File: config.mk
export PLATFORM = sky130hd
export DESIGN_NAME = ilv_section_extract
export DESIGN_NICKNAME = d
export VERILOG_FILES = /design/src/rtl/ilv_pkg.sv /design/src/rtl/ilv_chunk_filter.sv /design/src/rtl/ilv_hdr_parser.sv /design/src/rtl/ilv_section_extract.sv
export SDC_FILE = /design/constraint.sdc
export NUM_CORES = 1
export LEC_CHECK = 0
export ABC_AREA = 1
export ABC_CLOCK_PERIOD_IN_PS = 5000
export BUFFER_PORTS_ARGS = -buffer_cell sky130_fd_sc_hd__buf_4
export CORE_UTILIZATION = 29
export DETAILED_ROUTE_END_ITERATION = 8
export PLACE_DENSITY = 0.48
export SLEW_MARGIN = 20
export SYNTH_ARGS = -nofsm -noshare
export SYNTH_HDL_FRONTEND = slang
export SYNTH_SLANG_ARGS = --single-unit
File: constraint.sdc
create_clock -name clk -period 5 [get_ports clk]
set_input_delay 1 -clock clk [delete_from_list [all_inputs] [get_ports clk]]
set_output_delay 1 -clock clk [all_outputs]
set_load 0.1 [all_outputs]
File: src/rtl/ilv_pkg.sv
package ilv_pkg;

   localparam int MAGIC_LEN       = 13;
   localparam int LONG_LEN_BYTES  = 4;
   localparam int SHORT_LEN_BYTES = 2;
   localparam int PAY_LEN_W       = 8 * LONG_LEN_BYTES;

   localparam logic [7:0] TYPE_FIRST  = 8'h61;
   localparam logic [7:0] TYPE_LAST   = 8'h65;
   localparam logic [7:0] TYPE_TARGET = 8'h65;
   localparam logic [7:0] TYPE_LONG   = 8'h65;

   typedef enum logic [2:0] {
      ST_IDLE,
      ST_MAGIC,
      ST_TYPE,
      ST_LEN,
      ST_SKIP,
      ST_PAY,
      ST_DONE,
      ST_ERR
   } prs_state_t;

   function automatic logic [7:0] magic_byte(input logic [3:0] idx);
      logic [7:0] b;
      case (idx)
         4'd0:    b = 8'h00;
         4'd1:    b = 8'h09;
         4'd10:   b = 8'h00;
         4'd11:   b = 8'h00;
         4'd12:   b = 8'h01;
         default: b = idx[0] ? 8'hF0 : 8'h0F;
      endcase
      return b;
   endfunction

endpackage

File: src/rtl/ilv_chunk_filter.sv
module ilv_chunk_filter #(
   parameter int CHUNK_BYTES = 288,
   parameter int NUM_IMAGES  = 2,
   parameter int SEL_W       = 2
) (
   input  logic             clk,
   input  logic             rst_n,
   input  logic             start,
   input  logic [SEL_W-1:0] img_sel,
   input  logic             advance,
   output logic             is_sel
);

   localparam int POS_W = (CHUNK_BYTES > 1) ? $clog2(CHUNK_BYTES) : 1;
   localparam int IDX_W = (NUM_IMAGES > 1) ? $clog2(NUM_IMAGES) : 1;
   localparam logic [POS_W-1:0] POS_LAST = POS_W'(CHUNK_BYTES - 1);

   initial begin
      assert (CHUNK_BYTES >= 2) else $error("CHUNK_BYTES must be at least 2");
      assert (NUM_IMAGES >= 1) else $error("NUM_IMAGES must be at least 1");
      assert (SEL_W >= $clog2(NUM_IMAGES + 1)) else $error("SEL_W too narrow");
   end

   logic [POS_W-1:0] pos_q;
   logic             chunk_end;

   assign chunk_end = (pos_q == POS_LAST);

   always_ff @(posedge clk or negedge rst_n) begin
      if (!rst_n) begin
         pos_q <= '0;
      end else if (start) begin
         pos_q <= '0;
      end else if (advance) begin
         pos_q <= chunk_end ? '0 : pos_q + 1'b1;
      end
   end

   generate
      if (NUM_IMAGES == 1) begin : g_single
         assign is_sel = 1'b1;
      end else begin : g_multi
         localparam logic [IDX_W-1:0] IDX_LAST = IDX_W'(NUM_IMAGES - 1);
         logic [IDX_W-1:0] idx_q;
         logic [IDX_W-1:0] want_q;

         always_ff @(posedge clk or negedge rst_n) begin
            if (!rst_n) begin
               idx_q  <= '0;
               want_q <= '0;
            end else if (start) begin
               idx_q  <= '0;
               want_q <= IDX_W'(img_sel - 1'b1);
            end else if (advance && chunk_end) begin
               idx_q <= (idx_q == IDX_LAST) ? '0 : idx_q + 1'b1;
            end
         end

         assign is_sel = (idx_q == want_q);

         p_owner_moves_r3: assert property (@(posedge clk) disable iff (!rst_n)
            advance && chunk_end && !start |=> idx_q != $past(idx_q));
      end
   endgenerate

   p_chunk_wrap_r3: assert property (@(posedge clk) disable iff (!rst_n)
      advance && chunk_end && !start |=> pos_q == '0);

   p_count_hold_r4: assert property (@(posedge clk) disable iff (!rst_n)
      !advance && !start |=> $stable(pos_q));

endmodule

File: src/rtl/ilv_hdr_parser.sv
module ilv_hdr_parser
   import ilv_pkg::*;
#(
   parameter int SEARCH_LIMIT = 100,
   parameter int SHORT_MAX    = 255
) (
   input  logic                 clk,
   input  logic                 rst_n,
   input  logic                 start,
   input  logic                 b_valid,
   input  logic [7:0]           b_data,
   output logic                 b_ready,
   input  logic                 out_ready,
   output logic                 out_valid,
   output logic [7:0]           out_data,
   output logic                 busy,
   output logic                 found,
   output logic                 error,
   output logic [PAY_LEN_W-1:0] pay_len
);

   localparam int CNT_W  = $clog2(SEARCH_LIMIT + LONG_LEN_BYTES + 2);
   localparam int SKIP_W = $clog2(SHORT_MAX + 1);
   localparam int MC_W   = $clog2(MAGIC_LEN);
   localparam int LL_W   = $clog2(LONG_LEN_BYTES);

   initial begin
      assert (SEARCH_LIMIT >= 1) else $error("SEARCH_LIMIT must be positive");
      assert (SHORT_MAX >= 1 && SHORT_MAX < 65536) else $error("SHORT_MAX out of range");
      assert (MC_W <= 4) else $error("signature table index too wide");
   end

   prs_state_t           state_q;
   logic [MC_W-1:0]      mcnt_q;
   logic [CNT_W-1:0]     hdr_cnt_q;
   logic [LL_W-1:0]      len_left_q;
   logic [7:0]           sec_type_q;
   logic [PAY_LEN_W-1:0] len_acc_q;
   logic [SKIP_W-1:0]    skip_left_q;
   logic [PAY_LEN_W-1:0] pay_left_q;

   logic                 take;
   logic                 limit_hit;
   logic                 type_ok;
   logic [PAY_LEN_W-1:0] len_next;
   logic [7:0]           magic_exp;

   assign limit_hit = (hdr_cnt_q >= CNT_W'(SEARCH_LIMIT));
   assign type_ok   = (b_data >= TYPE_FIRST) && (b_data <= TYPE_LAST);
   assign len_next  = {len_acc_q[PAY_LEN_W-9:0], b_data};
   assign magic_exp = magic_byte(4'(mcnt_q));

   always_comb begin
      b_ready = 1'b0;
      case (state_q)
         ST_MAGIC, ST_LEN: b_ready = 1'b1;
         ST_TYPE, ST_SKIP: b_ready = !limit_hit;
         ST_PAY:           b_ready = out_ready;
         default:          b_ready = 1'b0;
      endcase
   end

   assign take      = b_valid && b_ready;
   assign out_valid = (state_q == ST_PAY) && b_valid;
   assign out_data  = b_data;
   assign busy      = (state_q == ST_MAGIC) || (state_q == ST_TYPE) || (state_q == ST_LEN) ||
                      (state_q == ST_SKIP)  || (state_q == ST_PAY);

   always_ff @(posedge clk or negedge rst_n) begin
      if (!rst_n) begin
         state_q     <= ST_IDLE;
         mcnt_q      <= '0;
         hdr_cnt_q   <= '0;
         len_left_q  <= '0;
         sec_type_q  <= '0;
         len_acc_q   <= '0;
         skip_left_q <= '0;
         pay_left_q  <= '0;
         found       <= 1'b0;
         error       <= 1'b0;
         pay_len     <= '0;
      end else if (start) begin
         state_q     <= ST_MAGIC;
         mcnt_q      <= '0;
         hdr_cnt_q   <= '0;
         len_left_q  <= '0;
         sec_type_q  <= '0;
         len_acc_q   <= '0;
         skip_left_q <= '0;
         pay_left_q  <= '0;
         found       <= 1'b0;
         error       <= 1'b0;
         pay_len     <= '0;
      end else begin
         case (state_q)
            ST_MAGIC: if (take) begin
               if (b_data != magic_exp) begin
                  state_q <= ST_ERR;
                  error   <= 1'b1;
               end else if (mcnt_q == MC_W'(MAGIC_LEN - 1)) begin
                  state_q <= ST_TYPE;
               end else begin
                  mcnt_q <= mcnt_q + 1'b1;
               end
            end
            ST_TYPE: begin
               if (limit_hit) begin
                  state_q <= ST_ERR;
                  error   <= 1'b1;
               end else if (take) begin
                  hdr_cnt_q <= hdr_cnt_q + 1'b1;
                  if (!type_ok) begin
                     state_q <= ST_ERR;
                     error   <= 1'b1;
                  end else begin
                     sec_type_q <= b_data;
                     len_acc_q  <= '0;
                     len_left_q <= (b_data == TYPE_LONG) ? LL_W'(LONG_LEN_BYTES - 1)
                                                         : LL_W'(SHORT_LEN_BYTES - 1);
                     state_q    <= ST_LEN;
                  end
               end
            end
            ST_LEN: if (take) begin
               hdr_cnt_q <= hdr_cnt_q + 1'b1;
               len_acc_q <= len_next;
               if (len_left_q != '0) begin
                  len_left_q <= len_left_q - 1'b1;
               end else if (sec_type_q == TYPE_TARGET) begin
                  found      <= 1'b1;
                  pay_len    <= len_next;
                  pay_left_q <= len_next;
                  state_q    <= (len_next == '0) ? ST_DONE : ST_PAY;
               end else if (len_next > PAY_LEN_W'(SHORT_MAX)) begin
                  state_q <= ST_ERR;
                  error   <= 1'b1;
               end else if (len_next == '0) begin
                  state_q <= ST_TYPE;
               end else begin
                  skip_left_q <= len_next[SKIP_W-1:0];
                  state_q     <= ST_SKIP;
               end
            end
            ST_SKIP: begin
               if (limit_hit) begin
                  state_q <= ST_ERR;
                  error   <= 1'b1;
               end else if (take) begin
                  hdr_cnt_q   <= hdr_cnt_q + 1'b1;
                  skip_left_q <= skip_left_q - 1'b1;
                  if (skip_left_q == SKIP_W'(1)) state_q <= ST_TYPE;
               end
            end
            ST_PAY: if (take) begin
               pay_left_q <= pay_left_q - 1'b1;
               if (pay_left_q == PAY_LEN_W'(1)) state_q <= ST_DONE;
            end
            default: state_q <= state_q;
         endcase
      end
   end

   p_err_sticky_r12: assert property (@(posedge clk) disable iff (!rst_n)
      error && !start |=> error);

   p_err_quiet_r12: assert property (@(posedge clk) disable iff (!rst_n)
      error |-> !out_valid && !b_ready);

   p_one_outcome_r11: assert property (@(posedge clk) disable iff (!rst_n)
      !(found && error));

   p_len_held_r11: assert property (@(posedge clk) disable iff (!rst_n)
      found && !start |=> found && $stable(pay_len));

   p_bad_magic_r5: assert property (@(posedge clk) disable iff (!rst_n)
      state_q == ST_MAGIC && take && b_data != magic_exp && !start |=> error);

   p_search_bound_r10: assert property (@(posedge clk) disable iff (!rst_n)
      (state_q == ST_TYPE || state_q == ST_SKIP) && limit_hit && !start |=> error);

   p_short_cap_r8: assert property (@(posedge clk) disable iff (!rst_n)
      state_q == ST_SKIP |-> skip_left_q != '0);

endmodule

File: src/rtl/ilv_section_extract.sv
module ilv_section_extract
   import ilv_pkg::*;
#(
   parameter int CHUNK_BYTES  = 288,
   parameter int NUM_IMAGES   = 2,
   parameter int SEARCH_LIMIT = 100,
   parameter int SHORT_MAX    = 255,
   parameter int SEL_W        = $clog2(NUM_IMAGES + 1)
) (
   input  logic                 clk,
   input  logic                 rst_n,
   input  logic                 start,
   input  logic [SEL_W-1:0]     img_sel,
   input  logic [7:0]           in_data,
   input  logic                 in_valid,
   output logic                 in_ready,
   output logic                 found,
   output logic                 error,
   output logic [PAY_LEN_W-1:0] pay_len,
   output logic [7:0]           out_data,
   output logic                 out_valid,
   input  logic                 out_ready
);

   logic is_sel;
   logic busy;
   logic b_valid;
   logic b_ready;
   logic advance;

   assign b_valid  = in_valid && is_sel && busy;
   assign in_ready = busy && (is_sel ? b_ready : 1'b1);
   assign advance  = in_valid && in_ready;

   ilv_chunk_filter #(
      .CHUNK_BYTES (CHUNK_BYTES),
      .NUM_IMAGES  (NUM_IMAGES),
      .SEL_W       (SEL_W)
   ) i_filter (
      .clk     (clk),
      .rst_n   (rst_n),
      .start   (start),
      .img_sel (img_sel),
      .advance (advance),
      .is_sel  (is_sel)
   );

   ilv_hdr_parser #(
      .SEARCH_LIMIT (SEARCH_LIMIT),
      .SHORT_MAX    (SHORT_MAX)
   ) i_parser (
      .clk       (clk),
      .rst_n     (rst_n),
      .start     (start),
      .b_valid   (b_valid),
      .b_data    (in_data),
      .b_ready   (b_ready),
      .out_ready (out_ready),
      .out_valid (out_valid),
      .out_data  (out_data),
      .busy      (busy),
      .found     (found),
      .error     (error),
      .pay_len   (pay_len)
   );

   p_idle_closed_r1: assert property (@(posedge clk) disable iff (!rst_n)
      !busy |-> !in_ready && !out_valid);

   p_drop_silent_r4: assert property (@(posedge clk) disable iff (!rst_n)
      in_valid && !is_sel |-> !out_valid);

   p_drop_free_r4: assert property (@(posedge clk) disable iff (!rst_n)
      busy && !is_sel |-> in_ready);

endmodule

==> results.md, run 1 <==
* Resized cells post-CTS at 0
* Core area at between 20,000 and 30,000 um^2
* Fin crit share at between 70% and 80%
* Gr ovfl total at 0
* Critical Path Start: i_parser.state_q[1]
* Critical path class: flip-flop to output port
* Register area share after synthesis at about 42%
* Area Overhead vs Synth at 16.0%
* Least-Margin Pin Slew at between 900 and 1000 ps
* Clock skew at between 10 and 15 ps
* Number of global-route vias before repair at ~6,900
* Worst Path Max Fanout at 24
* Slew headroom at roughly 40%
* Fin Setup TNS at 0 ps
* Post-route ant nets at 0
* Ys Warns at 0
* Root Buffer: clkbuf_16
* RR Startpoint: i_parser.state_q[1]
* Req. time, crit path at 4000 ps
* Final Slew Violations at 0
* Min cycle time layout at between 3000 and 4000 ps
* Final hold vios at 0
* Global-route wire length before repair at between 30,000 and 40,000 um
* TritonCTS buffer count at 17
* Worst min path class: flip-flop to flip-flop
* CP max stage cell: nor2_4
* Crit path top cell by count: inv_2
* Worst path max stage delay at 580 ps
* Peak supply drop at ~350 uV
* Mapped Nets at ~1,100
* # diodes at 0
* Mapped Cells at ~1,100
* Reg-to-reg slack, setup at around 1700 ps
* Maxcap violations at 0
* #FFs+latches synth at between 100 and 150
* Leak at ~4.5 nW
* Critical Path Start Type: flip-flop
* Initial DRC count at 463
* Die Area at ~28,000 um^2
* Setup crit end: out_valid
* Clock slew seen by the registers of the worst setup and hold paths at about 60 ps
* RSZ-0062 raised after global routing: no
* Initial antenna violation count at 0
* Die height at between 150 and 200 um
* Post-CTS setup buffers at 0
* Fillers at between 2,000 and 3,000
* Top FF cell, synth: dfrtp_1
* Final nets at approximately 1,200
* Power Dens Cells at 530 nW/um^2
* Hold-fix buffers, CTS at 0
* CTS tree: done
* Avg WL per Cell at about 15 um
* Yosys cell types at 44
* Mapped Area at around 8000 um^2
* Final wirelength at ~23,000 um
* Post-Syn Area per Cell at a little over 7 um^2
* Largest net degree at the start of global routing at around 110
* GR Util All Layers at between 10% and 20%
* Clk_lat worst skew at approximately 430 ps
* H-tree depth at 4
* Worst-path cell chain: inv_2 > nand2_2 > nor2_4 > inv_2 > nor2_1 > buf_4
* Initial core utilization at just under 30%
* DRC viols at 0
* Post-synth ARST share at 100%
* TritonRoute pass-1 iters at 5
* Setup-failing EPs final at 0
* Worst setup EP type: output port
* Outcome: completed
* Critical Path AT at roughly 2600 ps
* Clock Sinks at approximately 130
* Bufs on Longest Clock Path at 2
* Top Ports at 59
* Max Clk Rate at 0.278 GHz
* Via-to-Cell Ratio at 4.68
* IO buf count at between 50 and 60
* DP Wirelength at between 15,000 and 20,000 um
* DP Area at ~8600 um^2
* Post-synth EDFFs at 0
* Die width at roughly 170 um
* R2r worst-path depth at 10
* RR Endpoint: i_parser.pay_left_q[11]
* Post-route cell area at roughly 9200 um^2
* Vias after detailed routing at 7,071
* Row count at 60
* Share of layout cells above drive strength 1 at 10.9%
* Routability Congestion at ~0.85
==> how the worst min path moves through the flow <==
stage / end / start / cells past startpoint / slack, ps
final: i_parser.pay_len[29] / i_parser.pay_len[29] / 2 / 480
after detailed placement: i_parser.pay_len[12] / i_parser.pay_len[12] / 2 / 470
after global routing: i_parser.sec_type_q[2] / i_parser.sec_type_q[2] / 2 / 510
after floorplan: i_parser.pay_left_q[31] / i_parser.pay_left_q[31] / 2 / 450
after global placement: i_parser.pay_len[9] / i_parser.pay_len[9] / 2 / 470
after CTS: i_parser.len_left_q[1] / i_parser.len_left_q[1] / 2 / 490
==> worst max-delay path: cells and delay by family (launching register included) <==
| family | cells | cell delay (ps) |
|---|---|---|
| simple gates | 3 | 890 |
| buf+inv | 3 | 830 |
| flops | 1 | 440 |
==> kinds of logic after synthesis <==
| kind of cell | count (synthesis) | share of synthesized area [%] |
|---|---|---|
| buffers and inverters | 174 | 9.36 |
| XOR/XNOR | 18 | 2.00 |
| adder cells (fa/ha/maj) | 12 | 1.90 |
| AND/OR/NAND/NOR | 596 | 31.6 |
| flip-flops | 133 | 42.1 |
| AO/OA/AOI/OAI | 184 | 13.0 |
==> flip-flops by register name (all words and copies together), names as in the netlist <==
signal	flops
i_filter.g_multi.idx_q	1
i_parser.len_left_q	2
i_parser.error	1
i_parser.found	1
i_parser.mcnt_q	4
i_parser.skip_left_q	8
i_parser.sec_type_q	8
i_filter.pos_q	9
i_parser.len_acc_q	24
i_parser.pay_len	32
i_filter.g_multi.want_q	1
i_parser.hdr_cnt_q	7
i_parser.state_q	3
i_parser.pay_left_q	32
==> layout make-up <==
cell class | instances | area [um^2] | area share (%)
multi-input combinational | 810 | 3840 | 41.9
sequential | 133 | 3330 | 36.3
inverter | 133 | 499 | 5.45
timing repair buffer | 62 | 492 | 5.37
clock buffer | 19 | 453 | 4.94
tap | 341 | 427 | 4.66
clock inverter | 12 | 129 | 1.41
==> cells in the final DEF (no fill, tap or decap), drive strengths merged, types with 12 or more instances in the layout <==
cell type / count
nor3: 12
o21ai: 122
nor2: 143
a21oi: 30
clkbuf: 20
o211ai: 17
ha: 12
nand3: 69
nand2: 350
inv: 133
buf: 61
dfrtp: 133
==> cell usage after synthesis, types with 11 or more instances <==
master	n	area, um^2
buf_4	11	82.6
a21oi_1	29	145
nor2_1	135	507
nand3_1	68	340
inv_1	125	469
ha_1	12	150
clkbuf_1	13	48.8
nor3_1	12	60.1
o211ai_1	17	128
o21ai_0	117	586
nand2_1	342	1280
dfrtp_1	133	3330
==> metal layers <==
layer,wire (um),up-vias,track usage (%)
met5,0,-,0
met1,11100,3294,23.0
li1,-,3650,-
met2,10700,108,28.4
met3,658,19,2.59
met4,318,0,4.71
==> metrics by stage <==
step	hold slack [ps]	worst slack, ps	cells	power (mW)	util, %
floorplan	449	1650	1117	3.09	-
finish	481	1410	1510	4.86	34.2
detailed placement	470	1140	1478	3.59	31.9
global placement	466	1130	1478	3.58	31.9
CTS	487	1360	1509	4.88	34.1
global route	509	1280	1510	5.26	34.2
==> where the power goes <==
| part | total (mW) | leakage [nW] | switching [mW] | internal (mW) |
|---|---|---|---|---|
| registers | 1.45 | 1.80 | 0.189 | 1.26 |
| clock network | 1.27 | 0.281 | 0.514 | 0.757 |
| logic | 2.14 | 2.45 | 1.51 | 0.628 |
Power figures use the tool's default switching activity.
==> run 2, diff against run 1 <==
--- a/config.mk
+++ b/config.mk
@@ -6,7 +6,7 @@
 export NUM_CORES = 1
 export LEC_CHECK = 0
 export ABC_AREA = 1
-export ABC_CLOCK_PERIOD_IN_PS = 5000
+export ABC_CLOCK_PERIOD_IN_PS = 3600
 export BUFFER_PORTS_ARGS = -buffer_cell sky130_fd_sc_hd__buf_4
 export CORE_UTILIZATION = 29
 export DETAILED_ROUTE_END_ITERATION = 8
==> constraint.sdc (replaced) <==
create_clock -name clk -period 3.6 [get_ports clk]
set_input_delay 0.72 -clock clk [delete_from_list [all_inputs] [get_ports clk]]
set_output_delay 0.72 -clock clk [all_outputs]
set_load 0.1 [all_outputs]
==> results.md, run 2 (same netlist as run 1, synthesis figures left out) <==
* Clk pwr share at 25.6% (was 26.2%)
* Number of global-route vias before repair at 6,924 (was 6,867)
* Combinational fraction of design power at 44.4% (was 44.0%)
* Root Buffer: clkbuf_16 (unchanged)
* Initial core utilization at 29.5% (unchanged)
* Least-Margin Pin Slew at 817 ps (was 903 ps)
* Largest net degree at the start of global routing at 83 (was 105)
* Share of layout cells above drive strength 1 at 11.1% (was 10.9%)
* Final Slew Violations at 0 (unchanged)
* CTS tree: done (unchanged)
* Psw at 3.04 mW (was 2.21 mW)
* Global-route wire length before repair at 36,900 um (was 37,300 um)
* Power Dens Cells at 728 nW/um^2 (was 530 nW/um^2)
* Internal power at 3.65 mW (was 2.64 mW)
* TritonCTS buffer count at 17 (unchanged)
* Die Area at 27,900 um^2 (unchanged)
* Family with the most delay on the worst path: buffers and inverters (was simple AND/OR/NAND/NOR gates)
* Critical path class: flip-flop to output port (unchanged)
* Peak supply drop at 482 uV (was 352 uV)
* IO buf count at 57 (unchanged)
* Worst path max stage delay at 430 ps (was 580 ps)
* Initial antenna violation count at 0 (unchanged)
* Worst min path class: primary input to async pin (was flip-flop to flip-flop)
* DP Wirelength at 16,700 um (was 16,400 um)
* Die width at 167 um (unchanged)
* Gr ovfl total at 0 (unchanged)
* TritonRoute pass-1 iters at 5 (unchanged)
* Post-CTS setup buffers at 0 (unchanged)
* Initial DRC count at 480 (was 463)
* Clk_lat worst skew at 430 ps (about the same)
* CP Buf/Inv Count at 3 (unchanged)
* Worst-path cell chain: inv_2 > nand2_2 > nor2_4 > inv_2 > nor2_1 > buf_4 (unchanged)
* Core area at 26,800 um^2 (unchanged)
* Req. time, crit path at 2880 ps (was 4000 ps)
* GR Util All Layers at 16.9% (was 17.1%)
* Via-to-Cell Ratio at 4.68 (about the same)
* Worst setup EP type: output port (unchanged)
* Final nets at 1,189 (was 1,184)
* Top Ports at 59 (unchanged)
* Maxcap violations at 0 (unchanged)
* Slew headroom at 45.5% (was 39.8%)
* Fin crit share at around 82%
* Hold-fix buffers, CTS at 0 (unchanged)
* Post-route ant nets at 0 (unchanged)
* Vias after detailed routing at 7,093 (was 7,071)
* Fin Setup TNS at 0 ps (unchanged)
* Clock slew seen by the registers of the worst setup and hold paths at 60 ps (about the same)
* Row count at 60 (unchanged)
* Largest registers: i_parser.pay_left_q x32, i_parser.pay_len x32, i_parser.len_acc_q x24 (unchanged)
* Most frequent cells in the layout: nand2_1 (342), nor2_1 (135), dfrtp_1 (133), inv_1 (125), o21ai_0 (117) (unchanged)
* Critical Path Start Type: flip-flop (unchanged)
* RSZ-0062 raised after global routing: no (unchanged)
* Resized cells post-CTS at 0 (unchanged)
* Commonest non-fill, non-tap cell in the layout: nand2_1 (unchanged)
* CP max stage cell: dfrtp_1 (was nor2_4)
* DRC viols at 0 (unchanged)
* Fillers at 2,923 (was 2,882)
* Final hold vios at 0 (unchanged)
* Area Overhead vs Synth at 16.3% (was 16.0%)
* Clock skew at 15.0 ps (was 10.4 ps)
* Worst Path Max Fanout at 19 (was 24)
* Routability Congestion at 0.833 (was 0.852)
* Leak at 4.55 nW (was 4.53 nW)
* Outcome: completed (unchanged)
* Net Sw Frac at 45.4% (was 45.6%)
* Max Clk Rate at roughly 0.34 GHz
* Critical Path AT at 2240 ps (was 2590 ps)
* Clock Sinks at 133 (unchanged)
* Final wirelength at 22,500 um (was 22,800 um)
* H-tree depth at 4 (unchanged)
* Die height at 167 um (unchanged)
* Bufs on Longest Clock Path at 2 (unchanged)
* Crit path top cell by count: inv_2 (unchanged)
* Post-Place Cells at 1,483 (was 1,478)
* Non-filler cells, final at 1,516 (was 1,510)
* Setup-failing EPs final at 0 (unchanged)
* Min cycle time layout at about 3000 ps
* Seq pwr share at 30.0% (was 29.8%)
* # diodes at 0 (unchanged)
* Avg WL per Cell at 14.8 um (was 15.1 um)
==> run 2: routing by layer <==
layer,routed length [um],global-route usage [%]
met5,0,0
met4,569,7.17
met3,682,2.42
met2,10400,27.4
met1,10800,22.5
==> run 2: worst paths after layout <==
check | slack [ps] | to | start | depth (start not counted)
min | 330 | i_parser.pay_len[15] | rst_n | 1
max in group asynchronous | 2450 | i_parser.found | rst_n | 2
min in group clk | 480 | i_parser.pay_len[10] | i_parser.pay_len[10] | 2
max | 640 | out_valid | i_parser.state_q[1] | 6
max reg2reg | 870 | i_parser.pay_left_q[13] | i_parser.state_q[1] | 10
min reg2reg | 480 | i_parser.pay_len[10] | i_parser.pay_len[10] | 2
==> run 2: power by group through the flow <==
stage | combinational [mW] | sequential, mW | clock (mW)
final | 2.97 | 2.01 | 1.71
after global placement | 2.95 | 2.03 | 0
after detailed placement | 2.96 | 2.03 | 0
after floorplan | 2.20 | 2.10 | 0
after CTS | 2.98 | 2.00 | 1.75
after global routing | 3.38 | 2.05 | 1.81
==> run 2: final cells by class <==
| cell class | count | area [um^2] | share of cell area [%] |
|---|---|---|---|
| multi-input cells | 810 | 3840 | 41.8 |
| clock buffers | 20 | 437 | 4.75 |
| clock inverters | 12 | 130 | 1.42 |
| well taps | 341 | 427 | 4.65 |
| repair buffers | 67 | 527 | 5.73 |
| inverters | 133 | 499 | 5.44 |
| flip-flops and latches | 133 | 3330 | 36.2 |
==> run 2: through the flow <==
| stage | worst slack (ps) | area (um^2) | utilization, % | total power, mW | hold slack [ps] |
|---|---|---|---|---|---|
| 5_1_grt | 481 | 9190 | 34.3 | 7.23 | 417 |
| 6_report | 637 | 9190 | 34.3 | 6.69 | 325 |
| 3_3_place_gp | 886 | 8600 | 32.1 | 4.98 | 466 |
| 3_5_place_dp | 901 | 8600 | 32.1 | 4.99 | 467 |
| 2_1_floorplan | 583 | 7900 | - | 4.30 | 424 |
| 4_1_cts | 620 | 9170 | 34.2 | 6.73 | 383 |
